[config.mk]
export PLATFORM = sky130hd
export DESIGN_NAME = wdog_supervisor
export DESIGN_NICKNAME = d
export VERILOG_FILES = /design/src/rtl/wdog_pkg.sv /design/src/rtl/wdog_strobe_sync.sv /design/src/rtl/wdog_timer_dp.sv /design/src/rtl/wdog_reset_ctl.sv /design/src/rtl/wdog_supervisor.sv
export SDC_FILE = /design/constraint.sdc
export NUM_CORES = 1
export LEC_CHECK = 0
export BUFFER_PORTS_ARGS = -buffer_cell sky130_fd_sc_hd__buf_2
export CELL_PAD_IN_SITES_DETAIL_PLACEMENT = 0
export CELL_PAD_IN_SITES_GLOBAL_PLACEMENT = 1
export CORE_UTILIZATION = 49
export DETAILED_ROUTE_END_ITERATION = 10
export GPL_ROUTABILITY_DRIVEN = 0
export PLACE_DENSITY_LB_ADDON = 0.3
export SKIP_LAST_GASP = 1
export SYNTH_ARGS = -nofsm -noshare
export SYNTH_HDL_FRONTEND = slang
export SYNTH_HIERARCHICAL = 1
export SYNTH_SLANG_ARGS = --single-unit
[constraint.sdc]
create_clock -name clk -period 2.4 [get_ports clk]
set_clock_uncertainty 0.15 [all_clocks]
set_input_delay 0.12 -clock clk [delete_from_list [all_inputs] [get_ports clk]]
set_output_delay 0.12 -clock clk [all_outputs]
set_load 0.05 [all_outputs]
[src/rtl/wdog_pkg.sv]
package wdog_pkg;

  // control -> datapath
  typedef struct packed {
    logic holdClear;   // keep the timeout counter at zero
  } ctlStrobes_t;

  // datapath -> control
  typedef struct packed {
    logic expired;     // timeout reached with no strobe edge this cycle
  } dpStrobes_t;

  typedef enum logic {
    ST_HOLD = 1'b0,
    ST_RUN  = 1'b1
  } supState_t;

endpackage

[src/rtl/wdog_strobe_sync.sv]
module wdog_strobe_sync #(
  parameter int STAGES = 2
) (
  input  logic clk,
  input  logic pwrGood,
  input  logic strobeAsync,
  output logic edgePulse
);
  // chain[0..STAGES-1] synchronize, chain[STAGES] holds the previous level
  logic [STAGES:0] chain;

  always_ff @(posedge clk or negedge pwrGood) begin
    if (!pwrGood) chain[0] <= 1'b0;
    else          chain[0] <= strobeAsync;
  end

  for (genvar i = 1; i <= STAGES; i++) begin : g_stage
    always_ff @(posedge clk or negedge pwrGood) begin
      if (!pwrGood) chain[i] <= 1'b0;
      else          chain[i] <= chain[i-1];
    end
  end

  assign edgePulse = chain[STAGES] ^ chain[STAGES-1];

endmodule

[src/rtl/wdog_timer_dp.sv]
module wdog_timer_dp
  import wdog_pkg::*;
#(
  parameter int TIMEOUT_CYCLES = 80_000_000,
  parameter int SYNC_STAGES    = 2
) (
  input  logic        clk,
  input  logic        pwrGood,
  input  logic        strobeAsync,
  input  ctlStrobes_t ctlIn,
  output dpStrobes_t  dpOut
);
  localparam int CNT_W = (TIMEOUT_CYCLES > 2) ? $clog2(TIMEOUT_CYCLES) : 1;
  localparam logic [CNT_W-1:0] LAST_COUNT = CNT_W'(TIMEOUT_CYCLES - 1);

  logic             edgePulse;
  logic [CNT_W-1:0] toCnt;
  logic             expiredNow;

  wdog_strobe_sync #(.STAGES(SYNC_STAGES)) sync_i (
    .clk         (clk),
    .pwrGood     (pwrGood),
    .strobeAsync (strobeAsync),
    .edgePulse   (edgePulse)
  );

  // an edge arriving in the last cycle takes priority over expiry
  assign expiredNow = !ctlIn.holdClear && !edgePulse && (toCnt == LAST_COUNT);

  always_ff @(posedge clk or negedge pwrGood) begin
    if (!pwrGood)                                        toCnt <= '0;
    else if (ctlIn.holdClear || edgePulse || expiredNow) toCnt <= '0;
    else                                                 toCnt <= toCnt + 1'b1;
  end

  assign dpOut.expired = expiredNow;

  a_r3_no_overflow: assert property (@(posedge clk) disable iff (!pwrGood)
    toCnt <= LAST_COUNT);

  a_r6_hold_zero: assert property (@(posedge clk) disable iff (!pwrGood)
    ctlIn.holdClear |=> toCnt == '0);

  a_r4_edge_restart: assert property (@(posedge clk) disable iff (!pwrGood)
    edgePulse |=> toCnt == '0);

endmodule

[src/rtl/wdog_reset_ctl.sv]
module wdog_reset_ctl
  import wdog_pkg::*;
#(
  parameter int PULSE_CYCLES = 10_000_000
) (
  input  logic        clk,
  input  logic        pwrGood,
  input  dpStrobes_t  dpIn,
  output ctlStrobes_t ctlOut,
  output logic        resetOut
);
  localparam int PW_W = (PULSE_CYCLES > 2) ? $clog2(PULSE_CYCLES) : 1;
  localparam logic [PW_W-1:0] LAST_PULSE = PW_W'(PULSE_CYCLES - 1);

  supState_t        state;
  logic [PW_W-1:0]  pulseCnt;

  always_ff @(posedge clk or negedge pwrGood) begin
    if (!pwrGood) begin
      state    <= ST_HOLD;
      pulseCnt <= '0;
    end else begin
      unique case (state)
        ST_HOLD: begin
          if (pulseCnt == LAST_PULSE) begin
            state    <= ST_RUN;
            pulseCnt <= '0;
          end else begin
            pulseCnt <= pulseCnt + 1'b1;
          end
        end
        ST_RUN: begin
          pulseCnt <= '0;
          if (dpIn.expired) state <= ST_HOLD;
        end
        default: state <= ST_HOLD;
      endcase
    end
  end

  assign ctlOut.holdClear = (state == ST_HOLD);
  assign resetOut         = (state == ST_HOLD);

  a_r3_expiry_asserts: assert property (@(posedge clk) disable iff (!pwrGood)
    (state == ST_RUN && dpIn.expired) |=> resetOut);

  a_r2_full_width: assert property (@(posedge clk) disable iff (!pwrGood)
    $fell(resetOut) |-> $past(pulseCnt) == LAST_PULSE);

  a_r8_no_glitch: assert property (@(posedge clk) disable iff (!pwrGood)
    $rose(resetOut) |=> resetOut);

endmodule

[src/rtl/wdog_supervisor.sv]
module wdog_supervisor
  import wdog_pkg::*;
#(
  parameter int TIMEOUT_CYCLES = 80_000_000,
  parameter int PULSE_CYCLES   = 10_000_000,
  parameter int SYNC_STAGES    = 2
) (
  input  logic clk,
  input  logic pwrGood,
  input  logic wdStrobe,
  output logic sysReset
);
  ctlStrobes_t ctlBus;
  dpStrobes_t  dpBus;

  wdog_timer_dp #(
    .TIMEOUT_CYCLES (TIMEOUT_CYCLES),
    .SYNC_STAGES    (SYNC_STAGES)
  ) dp_i (
    .clk         (clk),
    .pwrGood     (pwrGood),
    .strobeAsync (wdStrobe),
    .ctlIn       (ctlBus),
    .dpOut       (dpBus)
  );

  wdog_reset_ctl #(
    .PULSE_CYCLES (PULSE_CYCLES)
  ) ctl_i (
    .clk      (clk),
    .pwrGood  (pwrGood),
    .dpIn     (dpBus),
    .ctlOut   (ctlBus),
    .resetOut (sysReset)
  );

endmodule

# Word level (Yosys, flattened, before mapping)
# Index checks and enable logic that the tools add are counted.
# W data, S select, Z words.
dict set report totals {
  ff_bits 55
  output_inout_bits 1
  elab_cells 23
}
dict set report op_classes {
  addsub 2
  n_eq_ne 2
  n_mux 6
  bitwise 2
  n_reduce_logical 5
}
# cell count
set ops {}
lappend ops {{$pmux W24 S2} 1}
lappend ops {{$add A27 B1 Y27 const B} 1}
lappend ops {{$eq A27 B27 Y1 const B} 1}
lappend ops {{$mux W27} 1}
lappend ops {{$add A24 B1 Y24 const B} 1}
lappend ops {{$eq A24 B24 Y1 const B} 1}
lappend ops {{$mux W24} 1}
lappend ops {{$logic_and A1 B1 Y1} 2}
lappend ops {{$logic_or A1 B1 Y1} 2}
lappend ops {{$mux W1} 2}
lappend ops {{$pmux W1 S2} 1}
lappend ops {{$logic_not A1 Y1} 1}
lappend ops {{$not A1 Y1} 1}
lappend ops {{$xor A1 B1 Y1} 1}

# Depth between registers and ports, before layout
dict set report logic_depth {
  ltp_word 6
  ltp_mapped 7
  mapped_depth_nobuf 5
}

# By module
# Netlist, hierarchy kept.
# module n_inst cells_per_inst area_per_inst_um2 seq_area_each_um2
set by_module_without_submodules {}
lappend by_module_without_submodules {wdog_timer_dp 1 162 1488.9 675.6}
lappend by_module_without_submodules {wdog_reset_ctl 1 137 1305.0 625.6}
lappend by_module_without_submodules {wdog_strobe_sync 1 4 83.8 75.1}

# Worst setup path after synthesis
# Ideal clock, no wire load.
dict set report synth_path {
  path_kind {reg-to-reg}
  start {register ctl_i.pulseCnt[0]}
  end {register ctl_i.pulseCnt[18]}
  t_arrival_ns 1.891
  required_time_ns 2.170
  slack_ns 0.280
  path_stages_with_launch 7
  n_path_buf 1
  period_less_slack_ns 2.120
  cell_sequence {dfrtp_1 > ha_1 > nand4_4 > or4_1 > clkbuf_2 > or3_1 > a21oi_1}
}
dict set report synth_via {
  elab_chain_len 3
  word_cells_on_any_way 4
  classes_between {1 x add/sub; 1 x eq/ne; 2 x mux}
}
# item line_no
set synth_rtl {}
lappend synth_rtl {{start: declaration} wdog_reset_ctl.sv:16} ;# logic [PW_W-1:0] pulseCnt;
lappend synth_rtl {{start signal: assignment} wdog_reset_ctl.sv:29} ;# pulseCnt <= pulseCnt + 1'b1;
lappend synth_rtl {{$add A24 B1 Y24 / $eq A24 B24 Y1 (equally long branches)} {wdog_reset_ctl.sv:29, wdog_reset_ctl.sv:25}}
lappend synth_rtl {{$mux W24 (*)} wdog_reset_ctl.sv:25} ;# if (pulseCnt == LAST_PULSE) begin
lappend synth_rtl {{$pmux W24 S2 (*)} wdog_reset_ctl.sv:23} ;# unique case (state)
# Every way passes the cells marked *; elsewhere a longest branch is shown, timed or not.

# Worst setup path after layout
dict set report layout_path {
  start {register dp_i.toCnt[0]}
  end {register dp_i.toCnt[20]}
}
dict set report layout_via {
  elab_chain_len 4
  word_cells_on_any_way 5
  classes_between {1 x add/sub; 1 x eq/ne; 1 x mux; 2 x reduce/logical}
}
# item line_no
set layout_rtl {}
lappend layout_rtl {{start: declaration} wdog_timer_dp.sv:17} ;# logic [CNT_W-1:0] toCnt;
lappend layout_rtl {{start signal: assignment} wdog_timer_dp.sv:33} ;# else toCnt <= toCnt + 1'b1;
lappend layout_rtl {{branches (longest 3 deep; another with $add A27 B1 Y27)} -}
lappend layout_rtl {{$mux W27 (*)} wdog_timer_dp.sv:32} ;# else if (ctlIn.holdClear || edgePulse || expiredNow) toCnt <= '0;
# Mark *: on every way between the ends.

==> summary by stage <==
Critical path
On the critical path the largest part of the delay comes from simple AND/OR/NAND/NOR gates. The worst setup path is captured at a register. The largest individual stage delay along the critical path comes from the cell sky130_fd_sc_hd__or4_1. For the worst setup path, the data required time is 2.49 ns. The data arrival time of the worst path is 2.33 ns. The number of buffers and inverters on the critical path is 0. The worst setup path is launched from a register. The critical path in this run is classified as register to register. The delay of the slowest critical-path stage is 0.49 ns. The maximum net fanout on the critical path is 7. The signal on the critical path passes through ha_1, nand4_1, or3_1, or4_1, a21oi_1.

Yosys
The post-synth net total is 308. Of the total synthesized cell area, the portion taken by AND, OR, NAND and NOR gates is 31.3%. The arithmetic-cell share of the synthesized area counting full adders, half adders and majority gates is 0.870%.

A synthesized cell averages 9.50 um^2. Yosys mapped the design onto 38 distinct sky130hd cell types. The biggest area contributor in the post-synthesis netlist is sky130_fd_sc_hd__dfrtp_1. In this run, synthesis produced a sequential element count of 55.

The synthesized netlist devotes 8.52% of its cell area to XOR and XNOR gates. The synthesized design devotes to its leading area cell type 47.8% of total area. Yosys printed 6 warnings. The part of the Yosys area used for sequential elements is 47.8%. After synthesis, the largest family of logic cells by area is simple AND/OR/NAND/NOR gates. The mapped netlist covers 2880 um^2. The fraction of synthesized area in multiplexers is 1.04%. The synthesized instance count is 303.

In the post-synthesis netlist, the biggest area contributors are sky130_fd_sc_hd__dfrtp_1 48%, sky130_fd_sc_hd__nor2_1 5.3%, sky130_fd_sc_hd__xnor2_1 5.2%. The synthesized-area fraction occupied by ao, oa, aoi and oai cells is 7.13%.

Timing
The relative slew slack is 57.7%. The measured slew at the worst slew-check pin is 0.635 ns. The total negative setup slack is 0 ns. Of the available clock period, the critical path in the final layout requires 93.2%. Setup repair after global routing left no endpoint under its margin.

The routed design could run at a clock period as short as 2.24 ns. The maximum achievable frequency is 447 MHz. Setup violations remaining at the end of the flow were counted as 0. The max-slew violation total from the final report is 0. Setup slack on the critical path of the routed design comes to 0.164 ns.

The number of hold violations in the final report is 0.

Floorplanning
The effective utilization at floorplan is 51.6%. The die covers 6180 um^2. From bottom edge to top edge, the die measures 78.6 um. 4 I/O pins were placed. The core region is 5570 um^2. The floorplan has 27 rows. In this run the horizontal extent of the chip is 78.6 um.

Pwr
In this run the static leakage power is 1.20 nW. The power per cell area is 526 nW/um^2. IR analysis of the VDD net gives a maximum drop of 0.334 mV.

Place
Counting tap cells, the placed design contains a total of 374 instances. Once detailed placement completed, the half-perimeter wirelength came to 4010 um. The quantity of I/O buffers inserted on ports is 3. At the placement stage, the worst setup path has a slack of 0.115 ns.

Clocking
The CTS sink count is 55. The clock tree synthesis step divided the H-tree into 2 levels. The root cell of the clock tree is sky130_fd_sc_hd__clkbuf_8. The CTS buffer count is 5. Clock-pin slew was measured on the worst setup and hold paths at 0.10 ns. The later pin in the worst-skew pair is clocked with a latency of 0.31 ns. TritonCTS built the clock tree. The maximum count of clock buffers along a single path is 2.

Finish
The ratio of cells with drive above 1 in the final layout is 11.8%. Relative to the synthesized area, the layout overhead comes to 10.7%. The number of antenna repair diodes is 0. The count of placed standard cells in the final layout, fillers left out is 386. Counting the fill cells in the layout gives 499.

At the end of the flow, the number of nets in the layout was 318.

Global routing
Global routing used 20.9% of the available tracks. Global routing finished with a remaining overflow of 0. The number of antenna violations at the first check in global routing is 0. The number of global-route vias before repair is 2051. The largest net degree at the start of global routing is 31. The first-pass GRT wire length is 10100 um.

Routing
The starting DRC count in detailed routing is 188. The post-route antenna net violation count is 0. The via density per instance is 5.70. In the routed design, unresolved DRC markers number 0.

In the final routed layout, each cell accounts on average for 14.7 um. Detailed routing inserted a total of 2199 vias. The total wire length is 5660 um. For this run, the detailed router's first-pass iteration total came to 4.

Outcome
The run finished with clean final reports.

Flow run
Max-cap violations in this run came to 0.

Min path
The path type of the worst min-delay path is input port to asynchronous set/reset pin.
==> per-layer routing <==
metal,up-vias,track usage (%),share of wire (%),routed length [um]
met5,-,0,0,0
met3,4,3.49,2.3,131
met4,0,5.00,1.0,58
li1,1112,-,-,-
met2,19,28.9,43,2460
met1,1064,33.4,53,3010
==> placed cells by master (no fill, tap or decap), types with 6 or more instances in the layout <==
cell,instances
sky130_fd_sc_hd__nor4_1,15
sky130_fd_sc_hd__inv_1,8
sky130_fd_sc_hd__nand3_1,16
sky130_fd_sc_hd__or3_1,12
sky130_fd_sc_hd__a21oi_1,14
sky130_fd_sc_hd__nor2_1,41
sky130_fd_sc_hd__nand2_1,17
sky130_fd_sc_hd__xor2_1,11
sky130_fd_sc_hd__nand4_1,13
sky130_fd_sc_hd__nor3_1,6
sky130_fd_sc_hd__buf_4,11
sky130_fd_sc_hd__o21ai_0,13
sky130_fd_sc_hd__or4_1,7
sky130_fd_sc_hd__xnor2_1,17
sky130_fd_sc_hd__dfrtp_1,55
==> synthesized netlist by cell type, drive strengths merged <==
cell and instances:
a21oi 15, a31oi 3, and2 1, and3 4, and4 4, and4b 1, buf 6, clkbuf 8
dfrtp 55, ha 2, inv 8, mux2i 3, nand2 17, nand3 17, nand3b 1, nand4 16
nand4b 1, nor2 41, nor3 6, nor4 16, nor4b 4, o21ai 14, o31ai 5, or2 6
or3 12, or4 9, xnor2 17, xor2 11
==> cells by family after synthesis <==
family	Yosys count
AOI/OAI and AO/OA	37
xor gates and xnor gates	28
DFF	55
adders and majority gates	2
buffers and inverters	22
and+or+nand+nor	156
muxes	3
==> report_power, final <==
group	switching (mW)	internal (mW)	total, mW
Clock	0.305	0.416	0.721
Sequential	0.00144	0.928	0.930
Combinational	0.0193	0.00716	0.0264
==> flip-flops by register name, summed over array words and instances, names as in the netlist <==
name / count
dp_i/sync_i/chain: 3
ctl_i/pulseCnt: 24
ctl_i/state: 1
dp_i/toCnt: 27
==> repair_timing <==
action	CTS	global route
gates resized for setup	0	1
hold endpoints to repair	26	0
hold buffers	2	0
setup endpoints to repair	0	11
buffers inserted	0	2
==> stage by stage <==
stage | power, mW | hold WS [ns] | area [um^2] | utilization [%]
detailed placement | 0.974 | 0.0275 | 3010 | 54.0
floorplan | 0.949 | -0.326 | 2880 | -
global placement | 0.973 | 0.0238 | 3010 | 54.0
CTS | 1.70 | 0.228 | 3170 | 56.8
global route | 1.74 | 0.246 | 3190 | 57.1
finish | 1.68 | 0.212 | 3190 | 57.1
==> final cells by class <==
class	instances	area (um^2)	share of cell area, %
clock inverter	3	67.6	2.12
clock buffer	5	68.8	2.16
timing repair buffer	17	138	4.32
tap	72	90.1	2.83
sequential	55	1380	43.2
multi-input combinational	226	1420	44.4
inverter	8	30.0	0.943
==> final timing paths <==
check	startpoint	endpoint	slack, ns	depth (start not counted)
setup / recovery	dp_i/toCnt[0]$_DFF_PN0_	dp_i/toCnt[20]$_DFF_PN0_	0.16	5
hold / removal	pwrGood	ctl_i/pulseCnt[23]$_DFF_PN0_	0.21	2
setup reg to reg	dp_i/toCnt[0]$_DFF_PN0_	dp_i/toCnt[20]$_DFF_PN0_	0.16	5
hold reg to reg	dp_i/sync_i/chain[0]$_DFF_PN0_	dp_i/sync_i/chain[1]$_DFF_PN0_	0.24	0
max in group asynchronous	pwrGood	dp_i/toCnt[6]$_DFF_PN0_	1.32	3
min in group clk	dp_i/sync_i/chain[0]$_DFF_PN0_	dp_i/sync_i/chain[1]$_DFF_PN0_	0.24	0
No activity file was read; power rests on OpenSTA's default activity.
